$ cat config.mk
export PLATFORM = sky130hd
export DESIGN_NAME = scan_tap_ctrl
export DESIGN_NICKNAME = d
export VERILOG_FILES = /design/src/rtl/tap_pkg.sv /design/src/rtl/tap_fsm.sv /design/src/rtl/tap_ir.sv /design/src/rtl/tap_dr.sv /design/src/rtl/scan_tap_ctrl.sv
export SDC_FILE = /design/constraint.sdc
export NUM_CORES = 1
export LEC_CHECK = 0
export BUFFER_PORTS_ARGS = -buffer_cell sky130_fd_sc_hd__clkbuf_2
export CORE_ASPECT_RATIO = 1.2
export CORE_UTILIZATION = 50
export DETAILED_ROUTE_END_ITERATION = 7
export PLACE_DENSITY = 0.75
export SYNTH_ARGS = -nofsm -noshare
export SYNTH_HDL_FRONTEND = slang
export SYNTH_SLANG_ARGS = --single-unit
$ cat constraint.sdc
create_clock -name tck -period 4 [get_ports tck]
set_input_delay 1 -clock tck [delete_from_list [all_inputs] [get_ports tck]]
set_output_delay 1 -clock tck [all_outputs]
set_load 0.03 [all_outputs]
$ cat src/rtl/tap_pkg.sv
// Shared definitions for the scan port: controller states, instruction
// codes, data-path selection and the state transition function.
// Assumes a 3-bit instruction register; all other sizes live in modules.
package tap_pkg;

    localparam int IR_W = 3;

    typedef enum logic [3:0] {
        ST_RESET,
        ST_IDLE,
        ST_DR_SEL,
        ST_DR_CAP,
        ST_DR_SHIFT,
        ST_DR_EXIT1,
        ST_DR_PAUSE,
        ST_DR_EXIT2,
        ST_DR_UPD,
        ST_IR_SEL,
        ST_IR_CAP,
        ST_IR_SHIFT,
        ST_IR_EXIT1,
        ST_IR_PAUSE,
        ST_IR_EXIT2,
        ST_IR_UPD
    } tap_state_e;

    localparam logic [IR_W-1:0] OP_EXTEST  = 3'b000;
    localparam logic [IR_W-1:0] OP_IDCODE  = 3'b001;
    localparam logic [IR_W-1:0] OP_HIZ     = 3'b010;
    localparam logic [IR_W-1:0] OP_SAMPLE  = 3'b100;
    localparam logic [IR_W-1:0] OP_BYPASS  = 3'b111;
    localparam logic [IR_W-1:0] IR_CAPTURE = 3'b001;

    typedef enum logic [1:0] {
        PATH_BYPASS,
        PATH_ID,
        PATH_BOUNDARY
    } dr_path_e;

    // Map an instruction to the data register it places in the scan path.
    function automatic dr_path_e path_of(input logic [IR_W-1:0] op);
        dr_path_e p;
        case (op)
            OP_IDCODE:                    p = PATH_ID;
            OP_EXTEST, OP_HIZ, OP_SAMPLE: p = PATH_BOUNDARY;
            default:                      p = PATH_BYPASS;
        endcase
        return p;
    endfunction

    // Successor state for a given current state and mode-select level.
    function automatic tap_state_e next_state(input tap_state_e s, input logic tms);
        tap_state_e n;
        case (s)
            ST_RESET:    n = tms ? ST_RESET    : ST_IDLE;
            ST_IDLE:     n = tms ? ST_DR_SEL   : ST_IDLE;
            ST_DR_SEL:   n = tms ? ST_IR_SEL   : ST_DR_CAP;
            ST_DR_CAP:   n = tms ? ST_DR_EXIT1 : ST_DR_SHIFT;
            ST_DR_SHIFT: n = tms ? ST_DR_EXIT1 : ST_DR_SHIFT;
            ST_DR_EXIT1: n = tms ? ST_DR_UPD   : ST_DR_PAUSE;
            ST_DR_PAUSE: n = tms ? ST_DR_EXIT2 : ST_DR_PAUSE;
            ST_DR_EXIT2: n = tms ? ST_DR_UPD   : ST_DR_SHIFT;
            ST_DR_UPD:   n = tms ? ST_DR_SEL   : ST_IDLE;
            ST_IR_SEL:   n = tms ? ST_RESET    : ST_IR_CAP;
            ST_IR_CAP:   n = tms ? ST_IR_EXIT1 : ST_IR_SHIFT;
            ST_IR_SHIFT: n = tms ? ST_IR_EXIT1 : ST_IR_SHIFT;
            ST_IR_EXIT1: n = tms ? ST_IR_UPD   : ST_IR_PAUSE;
            ST_IR_PAUSE: n = tms ? ST_IR_EXIT2 : ST_IR_PAUSE;
            ST_IR_EXIT2: n = tms ? ST_IR_UPD   : ST_IR_SHIFT;
            default:     n = tms ? ST_DR_SEL   : ST_IDLE;
        endcase
        return n;
    endfunction

endpackage

$ cat src/rtl/tap_fsm.sv
// Controller state register. Advances on rising tck by the standard
// transition function; synchronous active-low reset forces Test-Logic-Reset.
// Assumes tms is stable around the rising edge.
module tap_fsm
    import tap_pkg::*;
(
    input  logic       tck,
    input  logic       rst_n,
    input  logic       tms,
    output tap_state_e state
);

    // State register: reset or step through the diagram.
    always_ff @(posedge tck) begin
        if (!rst_n) state <= ST_RESET;
        else        state <= next_state(state, tms);
    end

    // Checker counter: consecutive rising edges with tms high, saturating at 5.
    logic [2:0] ones_run;
    always_ff @(posedge tck) begin
        if (!rst_n)                    ones_run <= 3'd0;
        else if (!tms)                 ones_run <= 3'd0;
        else if (ones_run != 3'd5)     ones_run <= ones_run + 3'd1;
    end

    assert_five_ones_R2: assert property (@(posedge tck) disable iff (!rst_n)
        (ones_run == 3'd5) |-> (state == ST_RESET));

    assert_sync_reset_R1: assert property (@(posedge tck)
        !rst_n |=> (state == ST_RESET));

endmodule

$ cat src/rtl/tap_ir.sv
// Instruction path: a 3-bit shift stage (capture, shift toward bit 0) and
// the active instruction, which loads from the stage in Update-IR and
// returns to IDCODE in Test-Logic-Reset. Assumes state comes from tap_fsm.
module tap_ir
    import tap_pkg::*;
(
    input  logic            tck,
    input  logic            rst_n,
    input  tap_state_e      state,
    input  logic            tdi,
    output logic [IR_W-1:0] op,
    output logic            ir_so
);

    logic [IR_W-1:0] stage;

    // Shift stage: fixed pattern on capture, serial move in shift.
    always_ff @(posedge tck) begin
        if (!rst_n)                    stage <= IR_CAPTURE;
        else if (state == ST_IR_CAP)   stage <= IR_CAPTURE;
        else if (state == ST_IR_SHIFT) stage <= {tdi, stage[IR_W-1:1]};
    end

    // Active instruction: default on reset, new value on update.
    always_ff @(posedge tck) begin
        if (!rst_n || state == ST_RESET) op <= OP_IDCODE;
        else if (state == ST_IR_UPD)     op <= stage;
    end

    assign ir_so = stage[0];

    assert_capture_pattern_R3: assert property (@(posedge tck) disable iff (!rst_n)
        (state == ST_IR_CAP) |=> (ir_so == IR_CAPTURE[0]));

    assert_op_hold_R3: assert property (@(posedge tck) disable iff (!rst_n)
        (state != ST_IR_UPD && state != ST_RESET) |=> $stable(op));

    assert_reset_idcode_R1: assert property (@(posedge tck) disable iff (!rst_n)
        (state == ST_RESET) |=> (op == OP_IDCODE));

endmodule

$ cat src/rtl/tap_dr.sv
// Data registers: one-bit bypass stage, 32-bit identification stage and a
// boundary chain of N_IN input cells below N_OUT output cells, plus the
// output update latches. Only the register chosen by the active
// instruction captures or shifts. Assumes op is stable during a DR scan.
module tap_dr
    import tap_pkg::*;
#(
    parameter int          N_IN     = 4,
    parameter int          N_OUT    = 4,
    parameter logic [31:0] ID_VALUE = 32'h1A2B_C0D5
) (
    input  logic             tck,
    input  logic             rst_n,
    input  tap_state_e       state,
    input  logic [IR_W-1:0]  op,
    input  logic             tdi,
    input  logic [N_IN-1:0]  pad_in,
    input  logic [N_OUT-1:0] core_out,
    output logic             dr_so,
    output logic [N_OUT-1:0] upd_q
);

    localparam int CHAIN_LEN = N_IN + N_OUT;
    localparam int ID_W      = 32;

    dr_path_e path;
    logic     cap_en, shift_en, upd_en;
    logic     byp_q;
    logic [ID_W-1:0]      id_q;
    logic [CHAIN_LEN-1:0] chain_q;

    assign path     = path_of(op);
    assign cap_en   = (state == ST_DR_CAP);
    assign shift_en = (state == ST_DR_SHIFT);
    assign upd_en   = (state == ST_DR_UPD) && (path == PATH_BOUNDARY);

    // Bypass stage: captures zero, passes tdi through one flop.
    always_ff @(posedge tck) begin
        if (!rst_n)                                byp_q <= 1'b0;
        else if (path == PATH_BYPASS && cap_en)    byp_q <= 1'b0;
        else if (path == PATH_BYPASS && shift_en)  byp_q <= tdi;
    end

    // Identification stage: loads the constant, shifts out LSB first.
    always_ff @(posedge tck) begin
        if (!rst_n)                           id_q <= '0;
        else if (path == PATH_ID && cap_en)   id_q <= ID_VALUE;
        else if (path == PATH_ID && shift_en) id_q <= {tdi, id_q[ID_W-1:1]};
    end

    // Boundary chain, one generated cell per pad.
    for (genvar g = 0; g < CHAIN_LEN; g++) begin : g_cell
        logic cap_val;
        logic ser_in;
        if (g < N_IN) begin : g_in
            assign cap_val = pad_in[g];
        end else begin : g_out
            assign cap_val = core_out[g-N_IN];
        end
        if (g == CHAIN_LEN-1) begin : g_top
            assign ser_in = tdi;
        end else begin : g_mid
            assign ser_in = chain_q[g+1];
        end
        // Cell flop: capture the pad or core value, or take the upper neighbour.
        always_ff @(posedge tck) begin
            if (!rst_n)                                 chain_q[g] <= 1'b0;
            else if (path == PATH_BOUNDARY && cap_en)   chain_q[g] <= cap_val;
            else if (path == PATH_BOUNDARY && shift_en) chain_q[g] <= ser_in;
        end
    end

    // Output update latches, one per output cell.
    for (genvar j = 0; j < N_OUT; j++) begin : g_upd
        // Latch: copy the output cell when a boundary update completes.
        always_ff @(posedge tck) begin
            if (!rst_n)      upd_q[j] <= 1'b0;
            else if (upd_en) upd_q[j] <= chain_q[N_IN+j];
        end
    end

    // Serial output of the selected register.
    always_comb begin
        case (path)
            PATH_ID:       dr_so = id_q[0];
            PATH_BOUNDARY: dr_so = chain_q[0];
            default:       dr_so = byp_q;
        endcase
    end

    assert_upd_hold_R8: assert property (@(posedge tck) disable iff (!rst_n)
        !(state == ST_DR_UPD && path == PATH_BOUNDARY) |=> $stable(upd_q));

    assert_bypass_zero_R6: assert property (@(posedge tck) disable iff (!rst_n)
        (cap_en && path == PATH_BYPASS) |=> (dr_so == 1'b0));

    assert_id_lsb_R5: assert property (@(posedge tck) disable iff (!rst_n)
        (cap_en && path == PATH_ID) |=> (dr_so == ID_VALUE[0]));

endmodule

$ cat src/rtl/scan_tap_ctrl.sv
// Top of the scan port: state machine, instruction path, data registers,
// falling-edge serial output and the pad value/enable selection.
// Assumes tck is the only clock and rst_n is synchronous to its rising edge.
module scan_tap_ctrl
    import tap_pkg::*;
#(
    parameter int          N_IN     = 4,
    parameter int          N_OUT    = 4,
    parameter logic [31:0] ID_VALUE = 32'h1A2B_C0D5
) (
    input  logic             tck,
    input  logic             rst_n,
    input  logic             tms,
    input  logic             tdi,
    output logic             tdo,
    output logic             tdo_en,
    input  logic [N_IN-1:0]  pad_in,
    input  logic [N_OUT-1:0] core_out,
    output logic [N_OUT-1:0] pad_out,
    output logic [N_OUT-1:0] pad_oe
);

    tap_state_e      state;
    logic [IR_W-1:0] op;
    logic            ir_so;
    logic            dr_so;
    logic [N_OUT-1:0] upd_q;

    tap_fsm i_fsm (
        .tck   (tck),
        .rst_n (rst_n),
        .tms   (tms),
        .state (state)
    );

    tap_ir i_ir (
        .tck   (tck),
        .rst_n (rst_n),
        .state (state),
        .tdi   (tdi),
        .op    (op),
        .ir_so (ir_so)
    );

    tap_dr #(
        .N_IN     (N_IN),
        .N_OUT    (N_OUT),
        .ID_VALUE (ID_VALUE)
    ) i_dr (
        .tck      (tck),
        .rst_n    (rst_n),
        .state    (state),
        .op       (op),
        .tdi      (tdi),
        .pad_in   (pad_in),
        .core_out (core_out),
        .dr_so    (dr_so),
        .upd_q    (upd_q)
    );

    // Falling-edge launch of the serial output and its valid flag.
    always_ff @(negedge tck) begin
        if (!rst_n) begin
            tdo    <= 1'b0;
            tdo_en <= 1'b0;
        end else begin
            tdo    <= (state == ST_IR_SHIFT) ? ir_so : dr_so;
            tdo_en <= (state == ST_IR_SHIFT) || (state == ST_DR_SHIFT);
        end
    end

    // Pad selection: test pattern under EXTEST, released under HIZ.
    assign pad_out = (op == OP_EXTEST) ? upd_q : core_out;
    assign pad_oe  = (op == OP_HIZ) ? '0 : '1;

    assert_tdo_window_R4: assert property (@(posedge tck) disable iff (!rst_n)
        tdo_en == ((state == ST_IR_SHIFT) || (state == ST_DR_SHIFT)));

endmodule

# Yosys cells after proc, flatten, opt, wreduce, memory -nomap -nowiden
# Cells that the tools add are included.
# classes
n_eq_ne	19
mux	36
bitwise	1
n_reduce_logical	21
# ops
op	n
2-to-1 mux 29 bit	2
one-hot mux 4 bit (11 select lines)	1
== test 4 bit, second input constant	8
2-to-1 mux 4 bit	6
2-to-1 mux 1 bit	20
== test 4 x 3 -> 1 bit, second input constant	4
OR reduction 2 bit	5
== test 4 x 2 -> 1 bit, second input constant	2
logical AND 1 bit	7
2-to-1 mux 2 bit	3
2-to-1 mux 3 bit	2
logical NOT 4 bit	1
one-hot mux 2 bit (2 select lines)	1
nonzero test 2 bit	2
== test 3 x 1 -> 1 bit, second input constant	1
== test 3 x 2 -> 1 bit, second input constant	1
== test 3 bit, second input constant	1
logical NOT 3 bit	1
OR reduction 3 bit	1
== test 2 x 1 -> 1 bit, second input constant	1
== test 2 bit, second input constant	1
logical NOT 2 bit	1
logical OR 1 bit	2
one-hot mux 1 bit (2 select lines)	1
other kinds (2)	2
# word_totals
ff_bits	57
input_bits	12
wordCells	97

# Logic depth before layout (Yosys ltp)
# logic_depth
depth_word	7
depth_mapped	8
depth_no_buf	7

# Modules after synthesis
# A second synthesis with hierarchy kept.
# hier_totals
hier_cells	255
area_unflattened_um2	2548.7
# modules_own_cells
module	n_inst	cells_each	area_per_inst_um2	seq_area_each_um2
tap_dr	1	172	1794.2	900.9
tap_fsm	1	38	324.1	80.1
tap_ir	1	26	251.5	120.1
scan_tap_ctrl	1	19	178.9	40.0

==> reports/results.txt <==
Across the run, the number of max-cap violations was 0. No sink is reached through more buffers than the 2 on the longest clock path. The worst hold-check path type is flip-flop to flip-flop. The part of the power in combinational logic came out at 6.8%. The relative slew slack was 25.41%; the starting density of the core was 51.58%. Element type at the critical path start: a flip-flop. For the total wire length after detailed routing, the log shows 5964 um. For this run, the post-layout net count is 352. The count of fill cells added during filler insertion is 467. The sequential share of the synthesized area was 42.05%. The critical path data required time was 3000 ps. The number of sinks handled by clock tree synthesis was 57; the proportion of total power due to net switching was 23.74%. In this run, post-CTS repair resized a total of 0 instances. The sequential power share was 48.2%; the setup skew after layout was 44.82 ps.

Compared with the post-synthesis result, the final layout area differs by 11.85%. For this run, the number of Yosys warnings is 0. Leaving out fill and tap cells, the most frequent cell in the layout is sky130_fd_sc_hd__dfxtp_1. Each instance of the synthesized netlist takes up on average 8.325 sq um. TritonCTS built the clock tree.

In this run, synthesis produced a sequential element count of 57. Summed over all cells, the static leakage comes to 0.001068 uW. Count of distinct cell types in the synthesized netlist: 51. Entering global routing, the biggest net connects 41 pins. Summing all placed instances gives a cell area of 2834 sq um. Yosys mapped a number of flops with a built-in enable equal to 0. The cell area that synthesis handed to floorplanning was 2714 sq um. The share of post-route cells with drive strength above 1 was 16.96%. For the area of combinational cells with multiple inputs, the log shows 1379 sq um. The register clock-pin slew on the reported worst setup and hold paths is 60 ps.

The setup-violating endpoint count in the final report was 0; the post-synthesis net count was 341. In the layout the commonest cells are 57 x sky130_fd_sc_hd__dfxtp_1, 32 x sky130_fd_sc_hd__nand2_1, 30 x sky130_fd_sc_hd__o21ai_0. The largest single stage delay on the critical path is 310 ps. The die extent in x works out to 69.26 um. The sequential cells in the finished layout cover a total of 1141 sq um.

Total CTS buffers: 9. The via count of the first global-routing pass is 2124. Global routing used 21.88% of the available tracks across all layers. The tools report the count of final max-slew check failures as 0. The run finished with clean final reports. The logs give 0 ps for the final total negative setup slack and 288.6 uW for the net switching component of the power. The global route total overflow is 0, and the power per cell area is 400.5 nW/um^2. In this run the clock root is driven by a sky130_fd_sc_hd__clkbuf_8.

In this run the remaining antenna-violating nets after routing total 0. For the first-pass GRT wire length, the log shows 9908 um. The final design instance area without fill was 3035 sq um; the number of search-and-repair iterations in the first detailed-routing pass was 4. The tools report the maximum VDD drop as 0.2487 mV.

The count of buffers added on input and output ports is 21. Once the clock tree was built, the setup fixing pass inserted 0 buffers. Synthesis produced a netlist whose cell count is 326. In the synthesized netlist the dominant register cell turns out to be sky130_fd_sc_hd__dfxtp_1. The area of the die was 5728 sq um.

The signal on the critical path passes through clkbuf_2. The internal power of the cells is 927.0 uW, and the part of the total power dissipated in the clock network is 45.0%. The category of the most critical setup path is flip-flop to output port.

The area of the placeable core came out at 5261 sq um. The logs give 0 for the number of antenna violations at the first check in global routing and 0 for the number of hold buffers added after cts. The final number of hold-violating endpoints was 0. Setup repair after global routing left no endpoint under its margin. In this run the count of I/O pins placed on the die edge is 22. The detailed router finished its first iteration with 148 violations.

The logs give 0 for the number of antenna cells inserted and 0 for the post-route DRC violation count. The slew of the pin with the lowest slew margin is 1114 ps. The number of buffers and inverters on the critical path was 1; the final weighted congestion in routability-driven placement was 0.7782. Across all layers, the routed design uses 2440 vias. The row count was 29.

Type of element capturing the critical path: an output port. The highest net fanout along the worst path was 1. The run gives 2890 ps as the worst endpoint data arrival time. The tools report the detailed placer's ending HPWL as 3789 um. The slowest stage of the critical path belongs to the cell sky130_fd_sc_hd__dfxtp_1. The async set-or-reset flop fraction in the synthesized netlist came out at 0%. The clock reaches the later pin of the worst-skew pair after 380 ps.

In this design, the largest share of critical-path delay is due to flip-flops. Routed via count divided by cell count: 6.040. From bottom edge to top edge, the die measures 82.71 um. The average detailed-routed wire length per instance is 14.76 um, and the number of levels in the clock H-tree is 3.
worst paths after layout:
check | startpoint | endpoint | slack [ps] | cells after the start
min reg2reg | i_dr.id_q[24]$_SDFFE_PP0P_ | i_dr.id_q[23]$_SDFFE_PP0P_ | 460 | 2
max reg2reg | i_ir.op[2]$_SDFFE_PP0N_ | tdo$_SDFF_NN0_ | 560 | 6
min | i_dr.id_q[24]$_SDFFE_PP0P_ | i_dr.id_q[23]$_SDFFE_PP0P_ | 460 | 2
max | tdo_en$_SDFF_NN0_ | tdo_en | 110 | 1
layout make-up:
class / count / share of cell area [%]
Multi-Input combinational cell: 225 / 45.42
Sequential cell: 57 / 37.59
Timing Repair Buffer: 34 / 6.678
Clock buffer: 13 / 5.235
Tap cell: 62 / 2.556
Clock inverter: 5 / 1.525
Inverter: 8 / 0.9893
cells in the mapped netlist (all sizes together) (3+ instances only):
library cell / count / area, sq um
nand4: 11 / 68.82
a21oi: 29 / 145.1
or3: 3 / 18.77
o221ai: 3 / 26.28
ha: 3 / 37.54
a31oi: 3 / 18.77
nand2: 32 / 120.1
a22oi: 5 / 37.54
a211oi: 4 / 47.54
o211ai: 11 / 82.58
inv: 8 / 30.03
nor2: 12 / 45.04
clkbuf: 25 / 93.84
mux2i: 3 / 30.03
nand3: 24 / 120.1
o22ai: 9 / 62.56
nor4b: 3 / 41.29
o21ai: 31 / 155.1
and3: 6 / 37.54
dfxtp: 57 / 1141
mux2: 4 / 45.04
buf: 10 / 66.31
o32a: 3 / 30.03
stage by stage:
step / std cells / hold WS (ps) / utilization (%) / total power, uW / setup WS (ps)
2_1_floorplan: 326 / 440.3 / - / 661.6 / 208.3
3_3_place_gp: 387 / 445.4 / 53.86 / 683.5 / 490.8
3_5_place_dp: 387 / 457.1 / 53.86 / 685.2 / 483.9
4_1_cts: 404 / 463.4 / 57.69 / 1220 / 105.7
5_1_grt: 404 / 475.1 / 57.69 / 1263 / 82.68
6_report: 404 / 463.0 / 57.69 / 1216 / 107.8
tightest hold or removal path: stages (launching register included):
cell and delay (ps):
sky130_fd_sc_hd__dfxtp_1 310, sky130_fd_sc_hd__nand3_1 60, sky130_fd_sc_hd__a21oi_1 50
cells by family (layout without fill, tap and decap cells):
logic type | count (synthesis) | in the layout | synth area share (%)
flops | 57 | 57 | 42.05
buf+inv | 44 | 60 | 7.146
mux | 7 | 7 | 2.766
fa+ha+maj | 3 | 3 | 1.383
simple gates | 109 | 109 | 21.72
compound gates | 106 | 106 | 24.94
registers in the layout, indices dropped and copies added, names as in the netlist, 3 cells and up:
| name | flops |
|---|---|
| i_dr.g_cell.ser_in | 7 |
| i_fsm.state | 4 |
| i_ir.stage | 3 |
| i_ir.op | 3 |
| i_dr.id_q | 32 |
| i_dr.upd_q | 4 |
power by group through the flow:
stage | clock network (uW) | logic, uW | registers, uW
floorplan | 4.70 | 64.1 | 593
finish | 547 | 82.8 | 586
global placement | 4.70 | 81.7 | 597
detailed placement | 4.70 | 82.7 | 598
CTS | 551 | 82.9 | 585
global route | 586 | 90.4 | 587
routing by layer:
metal  part of all wire (%)  global-route usage, %
met1                     45                  26.78
met2                     49                  37.18
met3                    4.1                  4.005
met4                    1.5                  11.22
met5                      0                      0
Power figures use the tool's default switching activity.
